===== src/rtl/fmaResolvePkg.sv =====
package fmaResolvePkg;
  localparam int EXP_W  = 8;
  localparam int FRAC_W = 23;
  localparam int WORD_W = 1 + EXP_W + FRAC_W;

  typedef struct packed {
    logic sign;
    logic zero;
    logic inf;
    logic qnan;
    logic snan;
  } opClass_t;

  typedef enum logic [2:0] {
    SRC_NONE  = 3'd0,
    SRC_Z     = 3'd1,
    SRC_X     = 3'd2,
    SRC_Y     = 3'd3,
    SRC_INDEF = 3'd4,
    SRC_INF   = 3'd5,
    SRC_ZERO  = 3'd6
  } srcSel_e;

  typedef struct packed {
    srcSel_e srcSel;
    logic    setQuiet;
    logic    signBit;
    logic    valid;
    logic    invalid;
    logic    proceed;
  } ctrlStrobe_t;
endpackage


===== src/rtl/fmaOpClassify.sv =====
module fmaOpClassify
  import fmaResolvePkg::*;
#(
  parameter int EXP_BITS  = EXP_W,
  parameter int FRAC_BITS = FRAC_W
) (
  input  logic [EXP_BITS+FRAC_BITS:0] opIn,
  output opClass_t                    opCls
);
  localparam int TOP = EXP_BITS + FRAC_BITS;

  logic expOnes;
  logic expZero;
  logic fracZero;

  always_comb begin
    expOnes  = &opIn[TOP-1:FRAC_BITS];
    expZero  = ~|opIn[TOP-1:FRAC_BITS];
    fracZero = ~|opIn[FRAC_BITS-1:0];
    opCls.sign = opIn[TOP];
    opCls.zero = expZero & fracZero;
    opCls.inf  = expOnes & fracZero;
    opCls.qnan = expOnes & opIn[FRAC_BITS-1];
    opCls.snan = expOnes & ~fracZero & ~opIn[FRAC_BITS-1];
  end
endmodule


===== src/rtl/fmaResolveCtrl.sv =====
module fmaResolveCtrl
  import fmaResolvePkg::*;
(
  input  opClass_t    clsZ,
  input  opClass_t    clsX,
  input  opClass_t    clsY,
  input  logic        negProd,
  input  logic [1:0]  rndMode,
  output ctrlStrobe_t strobe
);
  logic prodSign;
  logic prodInf;
  logic prodZero;
  logic anyNan;

  always_comb begin
    prodSign = clsX.sign ^ clsY.sign ^ negProd;
    prodInf  = clsX.inf | clsY.inf;
    prodZero = clsX.zero | clsY.zero;
    anyNan   = clsZ.qnan | clsZ.snan | clsX.qnan | clsX.snan | clsY.qnan | clsY.snan;

    strobe = '{srcSel: SRC_NONE, setQuiet: 1'b0, signBit: 1'b0,
               valid: 1'b1, invalid: 1'b0, proceed: 1'b0};

    if (clsZ.snan) begin
      strobe.srcSel = SRC_Z; strobe.setQuiet = 1'b1; strobe.invalid = 1'b1;
    end else if (clsX.snan) begin
      strobe.srcSel = SRC_X; strobe.setQuiet = 1'b1; strobe.invalid = 1'b1;
    end else if (clsY.snan) begin
      strobe.srcSel = SRC_Y; strobe.setQuiet = 1'b1; strobe.invalid = 1'b1;
    end else if (clsZ.qnan) begin
      strobe.srcSel = SRC_Z;
    end else if (clsX.qnan) begin
      strobe.srcSel = SRC_X;
    end else if (clsY.qnan) begin
      strobe.srcSel = SRC_Y;
    end else if (prodInf && prodZero) begin
      strobe.srcSel = SRC_INDEF; strobe.invalid = 1'b1;
    end else if (prodInf) begin
      if (clsZ.inf && (clsZ.sign != prodSign)) begin
        strobe.srcSel = SRC_INDEF; strobe.invalid = 1'b1;
      end else begin
        strobe.srcSel = SRC_INF; strobe.signBit = prodSign;
      end
    end else if (prodZero) begin
      if (clsZ.zero && (clsZ.sign != prodSign)) begin
        strobe.srcSel  = SRC_ZERO;
        strobe.signBit = (rndMode == 2'd3);
      end else begin
        strobe.srcSel = SRC_Z;
      end
    end else if (clsZ.inf) begin
      strobe.srcSel = SRC_Z;
    end else begin
      strobe.valid   = 1'b0;
      strobe.proceed = 1'b1;
    end
  end

  always_comb begin
    if (anyNan) begin
      AST_NAN_RESOLVED: assert (strobe.valid && !strobe.proceed);
    end
    if (!anyNan && prodInf && prodZero) begin
      AST_INF_TIMES_ZERO: assert (strobe.invalid && strobe.srcSel == SRC_INDEF);
    end
  end
endmodule


===== src/rtl/fmaResolveDatapath.sv =====
module fmaResolveDatapath
  import fmaResolvePkg::*;
#(
  parameter int EXP_BITS  = EXP_W,
  parameter int FRAC_BITS = FRAC_W
) (
  input  logic [EXP_BITS+FRAC_BITS:0] opZ,
  input  logic [EXP_BITS+FRAC_BITS:0] opX,
  input  logic [EXP_BITS+FRAC_BITS:0] opY,
  input  ctrlStrobe_t                 strobe,
  output logic [EXP_BITS+FRAC_BITS:0] earlyResult,
  output logic                        earlyValid,
  output logic                        invalidOp,
  output logic                        proceed
);
  localparam int TOP = EXP_BITS + FRAC_BITS;

  logic [TOP:0] picked;

  always_comb begin
    unique case (strobe.srcSel)
      SRC_Z:     picked = opZ;
      SRC_X:     picked = opX;
      SRC_Y:     picked = opY;
      SRC_INDEF: picked = {1'b0, {EXP_BITS{1'b1}}, 1'b1, {(FRAC_BITS-1){1'b0}}};
      SRC_INF:   picked = {strobe.signBit, {EXP_BITS{1'b1}}, {FRAC_BITS{1'b0}}};
      SRC_ZERO:  picked = {strobe.signBit, {TOP{1'b0}}};
      default:   picked = '0;
    endcase
    if (strobe.setQuiet) picked[FRAC_BITS-1] = 1'b1;
    earlyResult = strobe.valid ? picked : '0;
    earlyValid  = strobe.valid;
    invalidOp   = strobe.invalid & strobe.valid;
    proceed     = strobe.proceed;
  end

  always_comb begin
    AST_ONE_OUTCOME: assert (earlyValid ^ proceed);
    if (invalidOp) begin
      AST_INVALID_GIVES_QNAN: assert ((&earlyResult[TOP-1:FRAC_BITS]) && earlyResult[FRAC_BITS-1]);
    end
    if (proceed) begin
      AST_PROCEED_CLEAR: assert (earlyResult == '0 && !invalidOp);
    end
  end
endmodule


===== src/rtl/fmaSpecialResolve.sv =====
module fmaSpecialResolve
  import fmaResolvePkg::*;
(
  input  logic [31:0] opZ,
  input  logic [31:0] opX,
  input  logic [31:0] opY,
  input  logic        negProd,
  input  logic [1:0]  rndMode,
  output logic [31:0] earlyResult,
  output logic        earlyValid,
  output logic        invalidOp,
  output logic        proceed
);
  opClass_t    cls [3];
  ctrlStrobe_t strobe;
  logic [WORD_W-1:0] ops [3];

  assign ops[0] = opZ;
  assign ops[1] = opX;
  assign ops[2] = opY;

  for (genvar i = 0; i < 3; i++) begin : g_cls
    fmaOpClassify #(.EXP_BITS(EXP_W), .FRAC_BITS(FRAC_W)) classify_i (
      .opIn  (ops[i]),
      .opCls (cls[i])
    );
  end

  fmaResolveCtrl ctrl_i (
    .clsZ    (cls[0]),
    .clsX    (cls[1]),
    .clsY    (cls[2]),
    .negProd (negProd),
    .rndMode (rndMode),
    .strobe  (strobe)
  );

  fmaResolveDatapath #(.EXP_BITS(EXP_W), .FRAC_BITS(FRAC_W)) dp_i (
    .opZ         (opZ),
    .opX         (opX),
    .opY         (opY),
    .strobe      (strobe),
    .earlyResult (earlyResult),
    .earlyValid  (earlyValid),
    .invalidOp   (invalidOp),
    .proceed     (proceed)
  );
endmodule


===== config.mk =====
export PLATFORM = sky130hd
export DESIGN_NAME = fmaSpecialResolve
export DESIGN_NICKNAME = d
export VERILOG_FILES = /design/src/rtl/fmaResolvePkg.sv /design/src/rtl/fmaOpClassify.sv /design/src/rtl/fmaResolveCtrl.sv /design/src/rtl/fmaResolveDatapath.sv /design/src/rtl/fmaSpecialResolve.sv
export SDC_FILE = /design/constraint.sdc
export NUM_CORES = 1
export LEC_CHECK = 0
export ABC_AREA = 1
export BUFFER_PORTS_ARGS = -buffer_cell sky130_fd_sc_hd__buf_2
export CORE_ASPECT_RATIO = 0.75
export CORE_MARGIN = 1
export CORE_UTILIZATION = 41
export DETAILED_ROUTE_END_ITERATION = 8
export PLACE_DENSITY = 0.86
export SYNTH_ARGS = -nofsm -noshare
export SYNTH_HDL_FRONTEND = slang
export SYNTH_SLANG_ARGS = --single-unit

===== constraint.sdc =====
create_clock -name vclk -period 2.37
set_input_delay 0.237 -clock vclk [all_inputs]
set_output_delay 0.237 -clock vclk [all_outputs]
set_load 0.01 [all_outputs]

==> results of run 1 <==
## metrics by stage
step / instance area [µm²] / hold slack (ns) / cells
after floorplan: 1560 / 0.592 / 364
after global placement: 2490 / 0.761 / 576
after detailed placement: 2490 / 0.762 / 576
after CTS: 2730 / 0.765 / 587
after global routing: 3010 / 0.774 / 593
final: 3010 / 0.767 / 593
## routing by layer
metal	wire length, µm	track usage [%]	share of wire (%)	vias up
met3	838	1.82	10	56
met4	446	6.16	5.4	0
met1	3040	38.3	37	1416
met2	3860	60.4	47	236
li1	-	-	-	1457
met5	0	0	0	-
## worst max-delay path: cells and delay by family
family,cells,cell delay (ns)
and+or+nand+nor,18,1.72
buffers and inverters,3,0.42
## cells by family after synthesis
| logic type | count (synthesis) | synth area share (%) |
|---|---|---|
| buffers and inverters | 55 | 16.5 |
| AO/OA/AOI/OAI | 7 | 2.73 |
| AND/OR/NAND/NOR | 302 | 80.8 |
## synthesized netlist by cell type, types with 2 or more instances
master     n  area (µm²)
nand2_1  184         691
buf_2      2        10.0
nand4_1   10        62.6
nor2_1    69         259
nand3_2    3        30.0
nand3_1   22         110
o21ai_0    3        15.0
nor2_2     5        31.3
inv_2      5        18.8
nand2_4    2        22.5
inv_1     40         150
buf_6      6        67.6
nand2_2    4        25.0
## power groups by stage
stage | combinational, mW | clock, mW | sequential (mW)
after global routing | 0.267 | 0 | 0
after global placement | 0.190 | 0 | 0
after floorplan | 0.0528 | 0 | 0
after CTS | 0.207 | 0 | 0
final | 0.248 | 0 | 0
after detailed placement | 0.196 | 0 | 0
## layout make-up
| class | count | area, µm² | share of cell area [%] |
|---|---|---|---|
| inverters | 47 | 186 | 6.19 |
| repair buffers | 183 | 1220 | 40.7 |
| well taps | 52 | 65.1 | 2.16 |
| multi-input cells | 310 | 1530 | 50.7 |
| repair inverters | 1 | 6.26 | 0.208 |
## repair_timing
action / in CTS / in global routing
buffers inserted: 10 / 5
hold buffers: 0 / 0
endpoints found under the setup margin: 34 / 34
gates resized for setup: 32 / 63
pin swaps: 25 / 22
gates cloned: 1 / 1
## how the worst max path moves through the flow
stage | startpoint | to | slack (ns) | cells past startpoint
after global routing | opX[11] | earlyResult[15] | -0.42 | 21
after CTS | opZ[5] | earlyResult[28] | -0.09 | 20
after floorplan | opX[14] | earlyValid | 0.36 | 15
final | opX[11] | earlyResult[15] | -0.27 | 21
after global placement | opX[4] | earlyResult[10] | -0.22 | 19
after detailed placement | opX[4] | earlyResult[13] | -0.38 | 19
==> results.md, run 1 <==
* Commonest cells after routing, fill and taps aside: nand2_1 (163), buf_2 (114), nor2_1 (46)
* Gate count after technology mapping at 364
* Total power of the final layout at 248 µW
* Drt total wl at 8.19 mm
* Setup repair after global routing missed its margin: yes
* Total leakage power at 1.81 nW
* Worst slack at placement at -0.379 ns
* Mapped Area at 0.00156 mm²
* Worst supply voltage drop on vdd at 0.0000593 V
* Average vias per placed instance at 5.34
* Final weighted congestion in routability-driven placement at 0.876
* # diodes at 0
* Crit. End Element: output port
* Net count reported at finish at 642
* Number of antenna violations at the first check in global routing at 0
* Worst-Margin Slew at 0.292 ns
* Global routing usage summed across all routing layers at 31.6%
* Util after Layout at 82.2%
* Clock period minus worst slack at 2.64 ns
* Proportion of layout cells with a drive suffix above 1 at 47.9%
* Number of instances on the worst hold path at 4
* Length of the first detailed-routing pass in iterations at 5
* Worst path arrival time at 2.40 ns
* Cell repeated most along the worst path: nand2_1
* Post-DP HPWL at 5.16 mm
* Portion of the clock cycle consumed by the worst path in the final layout at 111%
* Crit Path Max Fanout at 8
* Failing checks: negative setup slack
* Req. time, crit path at 2.13 ns
* Worst Setup Start Kind: primary input
* Row Count at 19
* Via count at 3165
* Kind of path behind the tightest hold check: in2out
* Internal cell power at 127 µW
* Seq pwr share at 0%
* Count of max-cap constraint violations at 0
* Largest net degree at the start of global routing at 24
* Most frequent standard cell in the layout excluding fill and tap cells: nand2_1
* Number of sequential cells in the layout at 0
* Routed WL per cell at 13.8 µm
* Standard cell core area at 0.00366 mm²
* Slowest cell on the critical path: nand4_1
* Worst slew margin at 80.5%
* Final Hold Vio Count at 0
* Total I/O pin count at 134
* Timing-limited maximum frequency at 379 MHz
* Net switching power at 121 µW
* Outcome: finished with violations
* Proportion of power drawn by the clock network at 0%
* Overflow after GRT at 0
* Total count of max-transition violations in the final report at 0
* Cells along the critical path: buf_2 -> nor2_1 -> nand2_1 -> nor2_2 -> nand4_1 -> nand2_2 -> nand2_2 -> nand2_1 -> nand2_1 -> nand2_1 -> nand2_1 -> nand2_1 -> nand2_2 -> nand2_4 -> nand2_4 -> nand2_2 -> nor2_4 -> buf_4 -> nand2_1 -> nand2_1 -> buf_2
* Initial DRC Count at 226
* Starting density of the core at 42.6%
* Via count of the first global-routing pass at 2565
* Post-synthesis sequential area ratio at 0%
* Die area at 0.00406 mm²
* Clock buffer cells at 0
* Count of antenna-violating nets left after detailed routing at 0
* Startpoint of the worst hold path: opZ[2]
* Delay contributed by the slowest stage of the critical path at 0.17 ns
* Die span in x at 73.2 µm
* Post-Syn Area per Cell at 4.29 µm²
* Number of library cell types mapped by synthesis at 22
* Worst Hold Path EP: earlyResult[2]
* Register cell area after layout at 0 µm²
* Number of buffers inserted by port buffering at 134
* Remaining DRCs at 0
* Total of endpoints with negative setup slack in the final report at 34
* Global-route wire length before repair at 10.4 mm
* Number of inserted filler cells in the final layout at 241
* Comb power frac at 100.0%
* Area grow syn2layout at 92.9%
* Synth Net Count at 463
* Power per Cell Area at 82.3 mW/mm²
* Die Y-Extent at 55.4 µm
* Net switching fraction of the power at 48.7%
* Setup total negative slack at -6.43 ns
* YS warnings at 0
* Category of the critical setup timing path: in2out
* Worst-case setup margin in the final layout at -0.265 ns
(Power assumes the default switching activity.)
==> inputs of run 2 (changes only) <==
--- a/config.mk
+++ b/config.mk
@@ -9,9 +9,9 @@
 export BUFFER_PORTS_ARGS = -buffer_cell sky130_fd_sc_hd__buf_2
 export CORE_ASPECT_RATIO = 0.75
 export CORE_MARGIN = 1
-export CORE_UTILIZATION = 41
+export CORE_UTILIZATION = 37
 export DETAILED_ROUTE_END_ITERATION = 8
-export PLACE_DENSITY = 0.86
+export PLACE_DENSITY = 0.81
 export SYNTH_ARGS = -nofsm -noshare
 export SYNTH_HDL_FRONTEND = slang
 export SYNTH_SLANG_ARGS = --single-unit
==> constraint.sdc (replaced) <==
create_clock -name vclk -period 2.3
set_input_delay 0.23 -clock vclk [all_inputs]
set_output_delay 0.23 -clock vclk [all_outputs]
set_load 0.01 [all_outputs]
==> results.md, run 2 (synthesis gave the netlist of run 1 again) <==
* Outcome: finished with violations
* Failing checks: design-rule violations, negative setup slack
* Hold Worst Slack at 0.737 ns
* Req. time, crit path at 2.07 ns
* Number of inserted filler cells in the final layout at 137
* Via count at 3906
* Final Hold Vio Count at 0
* Die span in x at 77.0 µm
* Total of endpoints with negative setup slack in the final report at 34
* Drt total wl at 13.3 mm
* Worst slack at placement at -0.389 ns
* # diodes at 0
* Start point of the critical path: opZ[26]
* Global routing usage summed across all routing layers at 30.6%
* Row Count at 20
* Register cell area after layout at 0 µm²
* Count of max-cap constraint violations at 0
* Count of antenna-violating nets left after detailed routing at 0
* Final design area excluding fillers at 0.00364 mm²
* Category of the critical setup timing path: in2out
* Post-DP HPWL at 5.17 mm
* Internal cell power at 169 µW
* Remaining DRCs at 46
* Worst slew margin at 76.1%
* Clock buffer cells at 0
* Total power of the final layout at 344 µW
* Total area of multi-input combinational cells at 0.00184 mm²
* Worst path arrival time at 2.84 ns
* Post-detailed-placement cell area at 0.00253 mm²
* Length of the first detailed-routing pass in iterations at 9
* Total count of max-transition violations in the final report at 0
* Average vias per placed instance at 6.41
* Number of buffers inserted by port buffering at 134
* Setup total negative slack at -22.15 ns
* Largest net degree at the start of global routing at 24
* Die area at 0.00448 mm²
* Crit Path Max Fanout at 15
* Final weighted congestion in routability-driven placement at 0.936
* Net switching power at 175 µW
* Power per Cell Area at 94.4 mW/mm²
* Total leakage power at 2.08 nW
* Crit. End Element: output port
* Standard cell core area at 0.00405 mm²
* Seq pwr share at 0%
* Worst Setup Start Kind: primary input
* Area grow syn2layout at 133%
* Clock period minus worst slack at 3.07 ns
* Initial DRC Count at 692
* Total I/O pin count at 134
* Setup repair after global routing missed its margin: yes
* Startpoint of the worst hold path: opZ[13]
* Die Y-Extent at 58.2 µm
* Kind of path behind the tightest hold check: in2out
* Number of antenna violations at the first check in global routing at 0
* Starting density of the core at 38.5%
* Overflow after GRT at 0
* Worst-case setup margin in the final layout at -0.767 ns
* Via count of the first global-routing pass at 2623
* Comb power frac at 100.0%
* Worst supply voltage drop on vdd at 0.0000789 V
* Most frequent standard cell in the layout excluding fill and tap cells: nand2_1
* Net count reported at finish at 655
* Global-route wire length before repair at 11.1 mm
* Net switching fraction of the power at 51.0%
* Portion of the clock cycle consumed by the worst path in the final layout at 133%
* Commonest cells after routing, fill and taps aside: nand2_1 (126), buf_2 (92), buf_6 (51)
* Number of sequential cells in the layout at 0
* Worst-Margin Slew at 0.358 ns
* Proportion of power drawn by the clock network at 0%
* Routed WL per cell at 21.8 µm
* Proportion of layout cells with a drive suffix above 1 at 61.9%
* Timing-limited maximum frequency at 326 MHz
[run 2: worst max-delay path, stage by stage]
cell	delay, ns
buf_2	0.13
nor2_1	0.20
nand2_1	0.14
nor2_1	0.16
nand4_1	0.20
nor2_2	0.23
nand2_2	0.08
nand2_1	0.09
nand2_1	0.06
nand2_1	0.09
nand2_1	0.07
nand2_1	0.07
nand2_2	0.09
nand2_4	0.16
nand2_4	0.10
nand2_4	0.09
buf_6	0.10
nor2_4	0.03
buf_12	0.15
nand2_1	0.10
nand2_1	0.09
buf_2	0.15
[run 2: stage by stage]
step / util [%] / instances
final: 89.8 / 609
after global routing: 89.8 / 609
after CTS: 72.6 / 599
after detailed placement: 62.4 / 586
after global placement: 62.4 / 586
after floorplan: - / 364
[run 2: cell type report]
type,instances,area share [%]
repair buffers,196,42.1
inverters,47,5.12
multi-input cells,310,50.7
well taps,55,1.89
repair inverters,1,0.241
[run 2: path summary, 6_finish.rpt]
kind,endpoint,slack [ns],cells after the start
setup / recovery,earlyResult[16],-0.77,22
hold / removal,earlyResult[13],0.74,4
[run 2: repair_timing]
item,CTS,global route
buffers inserted,10,11
pin swaps,31,81
endpoints found under the setup margin,34,34
endpoints found under the hold margin,0,0
gates resized for setup,64,165
gates cloned,3,2
hold buffers,0,0
[run 2: power by group through the flow]
stage | Combinational (mW) | Clock (mW) | Sequential, mW
after floorplan | 0.0544 | 0 | 0
after global placement | 0.203 | 0 | 0
after detailed placement | 0.209 | 0 | 0
after CTS | 0.238 | 0 | 0
after global routing | 0.357 | 0 | 0
final | 0.344 | 0 | 0
[run 2: layer usage]
metal	global-route usage [%]	up-vias	routed length, µm
met5	0	-	0
met4	9.43	0	1560
met3	4.09	225	2260
met2	60.3	549	5330
met1	34.4	1638	4140
li1	-	1494	-
==> inputs of run 3 (changes only) <==
--- a/config.mk
+++ b/config.mk
@@ -12,6 +12,7 @@
 export CORE_UTILIZATION = 37
 export DETAILED_ROUTE_END_ITERATION = 8
 export PLACE_DENSITY = 0.81
+export SETUP_SLACK_MARGIN = 0.3
 export SYNTH_ARGS = -nofsm -noshare
 export SYNTH_HDL_FRONTEND = slang
 export SYNTH_SLANG_ARGS = --single-unit
==> results.md, run 3 <==
* Die Y-Extent at 58.2 µm
* Number of library cell types mapped by synthesis at 22
* Post-DP HPWL at 5.17 mm
* Number of buffers inserted by port buffering at 134
* Row Count at 20
* Cell type with the largest total area after synthesis: nand2_1
* Die span in x at 77.0 µm
* Global routing usage summed across all routing layers at 72.2%
* Stop stage: 5_1_grt
* Count leader, synth: nand2_1
* Mapped Area at 0.00156 mm²
* Final weighted congestion in routability-driven placement at 0.936
* Overflow after GRT at 24
* YS warnings at 0
* Total I/O pin count at 134
* Synth Net Count at 463
* Starting density of the core at 38.5%
* Gate count after technology mapping at 364
* Post-synthesis sequential area ratio at 0%
* Worst endpoint pin kind: top-level output
* Outcome: did not finish
* Largest net degree at the start of global routing at 16
* Most area-consuming cells after synthesis: nand2_1 (44%), nor2_1 (17%), inv_1 (9.6%), nand3_1 (7.1%), buf_6 (4.3%)
* Post-detailed-placement cell area at 0.00253 mm²
* Error text reported by the tool: [ERROR GRT-0232] Routing congestion too high. Check the congestion heatmap in the GUI.
* Worst slack at placement at -0.389 ns
* Portion of synthesized cell area occupied by the leading cell type at 44.3%
* List of most frequent post-synthesis cells: nand2_1 (184), nor2_1 (69), inv_1 (40), nand3_1 (22), nand4_1 (10)
* GR repair worst EP: earlyResult[26]
* Post-Syn Area per Cell at 4.29 µm²
==> run 3: cell families after synthesis <==
logic type / after synthesis / synth area share (%)
AO/OA/AOI/OAI: 7 / 2.73
buffers and inverters: 55 / 16.5
AND/OR/NAND/NOR: 302 / 80.8
==> run 3: repair_timing <==
action | CTS
buffers inserted | 11
hold buffers | 0
setup endpoints to repair | 34
pin swaps | 25
resized for setup | 76
gates cloned | 5
==> run 3: metal layers <==
layer	GRT usage, %	GRT overflow
met5	13.3	0
met2	95.4	16
met4	77.4	8
met1	69.4	0
met3	53.5	0
==> run 3: through the flow <==
step | TNS (ns) | std cells | hold slack (ns) | util (%)
after floorplan | 0 | 364 | 0.578 | -
after global placement | -8.10 | 586 | 0.750 | 62.4
after detailed placement | -10.66 | 586 | 0.748 | 62.4
after CTS | -1.51 | 602 | 0.737 | 73.8
==> inputs of run 4 (changes only) <==
--- a/config.mk
+++ b/config.mk
@@ -7,12 +7,10 @@
 export LEC_CHECK = 0
 export ABC_AREA = 1
 export BUFFER_PORTS_ARGS = -buffer_cell sky130_fd_sc_hd__buf_2
-export CORE_ASPECT_RATIO = 0.75
 export CORE_MARGIN = 1
-export CORE_UTILIZATION = 37
+export CORE_UTILIZATION = 36
 export DETAILED_ROUTE_END_ITERATION = 8
-export PLACE_DENSITY = 0.81
-export SETUP_SLACK_MARGIN = 0.3
+export PLACE_DENSITY_LB_ADDON = 0.15
 export SYNTH_ARGS = -nofsm -noshare
 export SYNTH_HDL_FRONTEND = slang
 export SYNTH_SLANG_ARGS = --single-unit
==> constraint.sdc (replaced) <==
create_clock -name vclk -period 3
set_input_delay 0.3 -clock vclk [all_inputs]
set_output_delay 0.3 -clock vclk [all_outputs]
set_load 0.01 [all_outputs]
==> results.md, run 4 (synthesis gave the netlist of run 1 again) <==
* Category of the critical setup timing path: in2out
* Remaining DRCs at 0
* Standard cell core area at 0.00409 mm²
* Average vias per placed instance at 4.59
* Total power of the final layout at 135 µW
* Count of antenna-violating nets left after detailed routing at 0
* Clock period minus worst slack at 2.74 ns
* Net count reported at finish at 594
* Crit. End Element: output port
* Count of max-cap constraint violations at 0
* Overflow after GRT at 0
* Via count of the first global-routing pass at 2028
* Crit Path Max Fanout at 16
* Power per Cell Area at 59.8 mW/mm²
* Worst path arrival time at 2.44 ns
* Total of endpoints with negative setup slack in the final report at 0
* Number of antenna violations at the first check in global routing at 0
* Drt total wl at 5.44 mm
* Total count of max-transition violations in the final report at 0
* Most frequent standard cell in the layout excluding fill and tap cells: nand2_1
* Via count at 2492
* Final design area excluding fillers at 0.00225 mm²
* Die Y-Extent at 67.8 µm
* Setup total negative slack at 0 ns
* Largest net degree at the start of global routing at 31
* Kind of path behind the tightest hold check: in2out
* Number of instances on the worst hold path at 4
* Commonest cells after routing, fill and taps aside: nand2_1 (184), buf_2 (134), nor2_1 (69)
* Number of buffers inserted by port buffering at 134
* Worst slew margin at 73.6%
* Final weighted congestion in routability-driven placement at 0.855
* Setup repair after global routing missed its margin: no
* Worst Setup Start Kind: primary input
* Worst-Margin Slew at 0.395 ns
* Number of sequential cells in the layout at 0
* Area grow syn2layout at 44.5%
* Post-DP HPWL at 4.67 mm
* Clock buffer cells at 0
* Number of buffers inserted by hold repair at cts at 0
* Length of the first detailed-routing pass in iterations at 4
* Req. time, crit path at 2.70 ns
* Starting density of the core at 38.2%
* Total leakage power at 1.52 nW
* Outcome: finished, final reports clean
* Proportion of layout cells with a drive suffix above 1 at 32.7%
* Total I/O pin count at 134
* Die area at 0.00460 mm²
* Worst supply voltage drop on vdd at 0.0000308 V
* Final Hold Vio Count at 0
* Post-detailed-placement cell area at 0.00222 mm²
* Row Count at 23
* Portion of the clock cycle consumed by the worst path in the final layout at 91.4%
* Global routing usage summed across all routing layers at 22.2%
* Global-route wire length before repair at 8.16 mm
* Timing-limited maximum frequency at 365 MHz
* Initial DRC Count at 96
* Die span in x at 67.8 µm
* Register cell area after layout at 0 µm²
* # diodes at 0
* Routed WL per cell at 10.0 µm
[run 4: where the power goes]
part / total, mW / leakage (nW) / internal (mW) / switching (mW)
Clock: 0 / 0 / 0 / 0
Sequential: 0 / 0 / 0 / 0
Combinational: 0.135 / 1.52 / 0.0661 / 0.0687
[run 4: metal layers]
layer | GRT usage (%) | up-vias | wire length, µm
li1 | - | 1361 | -
met1 | 29.1 | 1044 | 2430
met2 | 41.7 | 85 | 2590
met3 | 0.833 | 2 | 399
met4 | 0.781 | 0 | 21
met5 | 0 | - | 0
[run 4: timing repair]
action / in CTS / in global routing
resized for setup: 0 / 1
buffers inserted: 0 / 1
endpoints found under the setup margin: 0 / 30
[run 4: per-stage QoR]
stage,utilization (%),setup WS [ns],hold slack [ns],instances
floorplan,-,0.866,0.718,364
global placement,54.4,0.146,0.893,541
detailed placement,54.4,0.0759,0.891,541
CTS,54.4,0.0696,0.893,541
global route,55.2,0.0109,0.911,543
finish,55.2,0.258,0.890,543
[run 4: final cells by class]
class,instances,area [µm²]
fillers,476,1830
multi-input cells,310,1310
repair buffers,136,698
well taps,50,62.6
inverters,47,180
[run 4: worst max-delay path, cell delays in order]
cell and delay [ns]:
buf_2 0.11, nor2_1 0.09, nand2_1 0.06, nor2_1 0.21, nand3_1 0.14, nor2_1 0.18, nor2_2 0.07, nand2_1 0.07
nand2_1 0.04, nand2_1 0.05, nand2_1 0.05, nand2_2 0.08, nand2_4 0.07, nand2_4 0.17, nand2_2 0.12, nor2_4 0.32
nand2_1 0.10, nand2_1 0.07, buf_2 0.12
[run 4: final timing paths]
check     from              end
max     opX[6]  earlyResult[12]
min    opZ[15]  earlyResult[15]
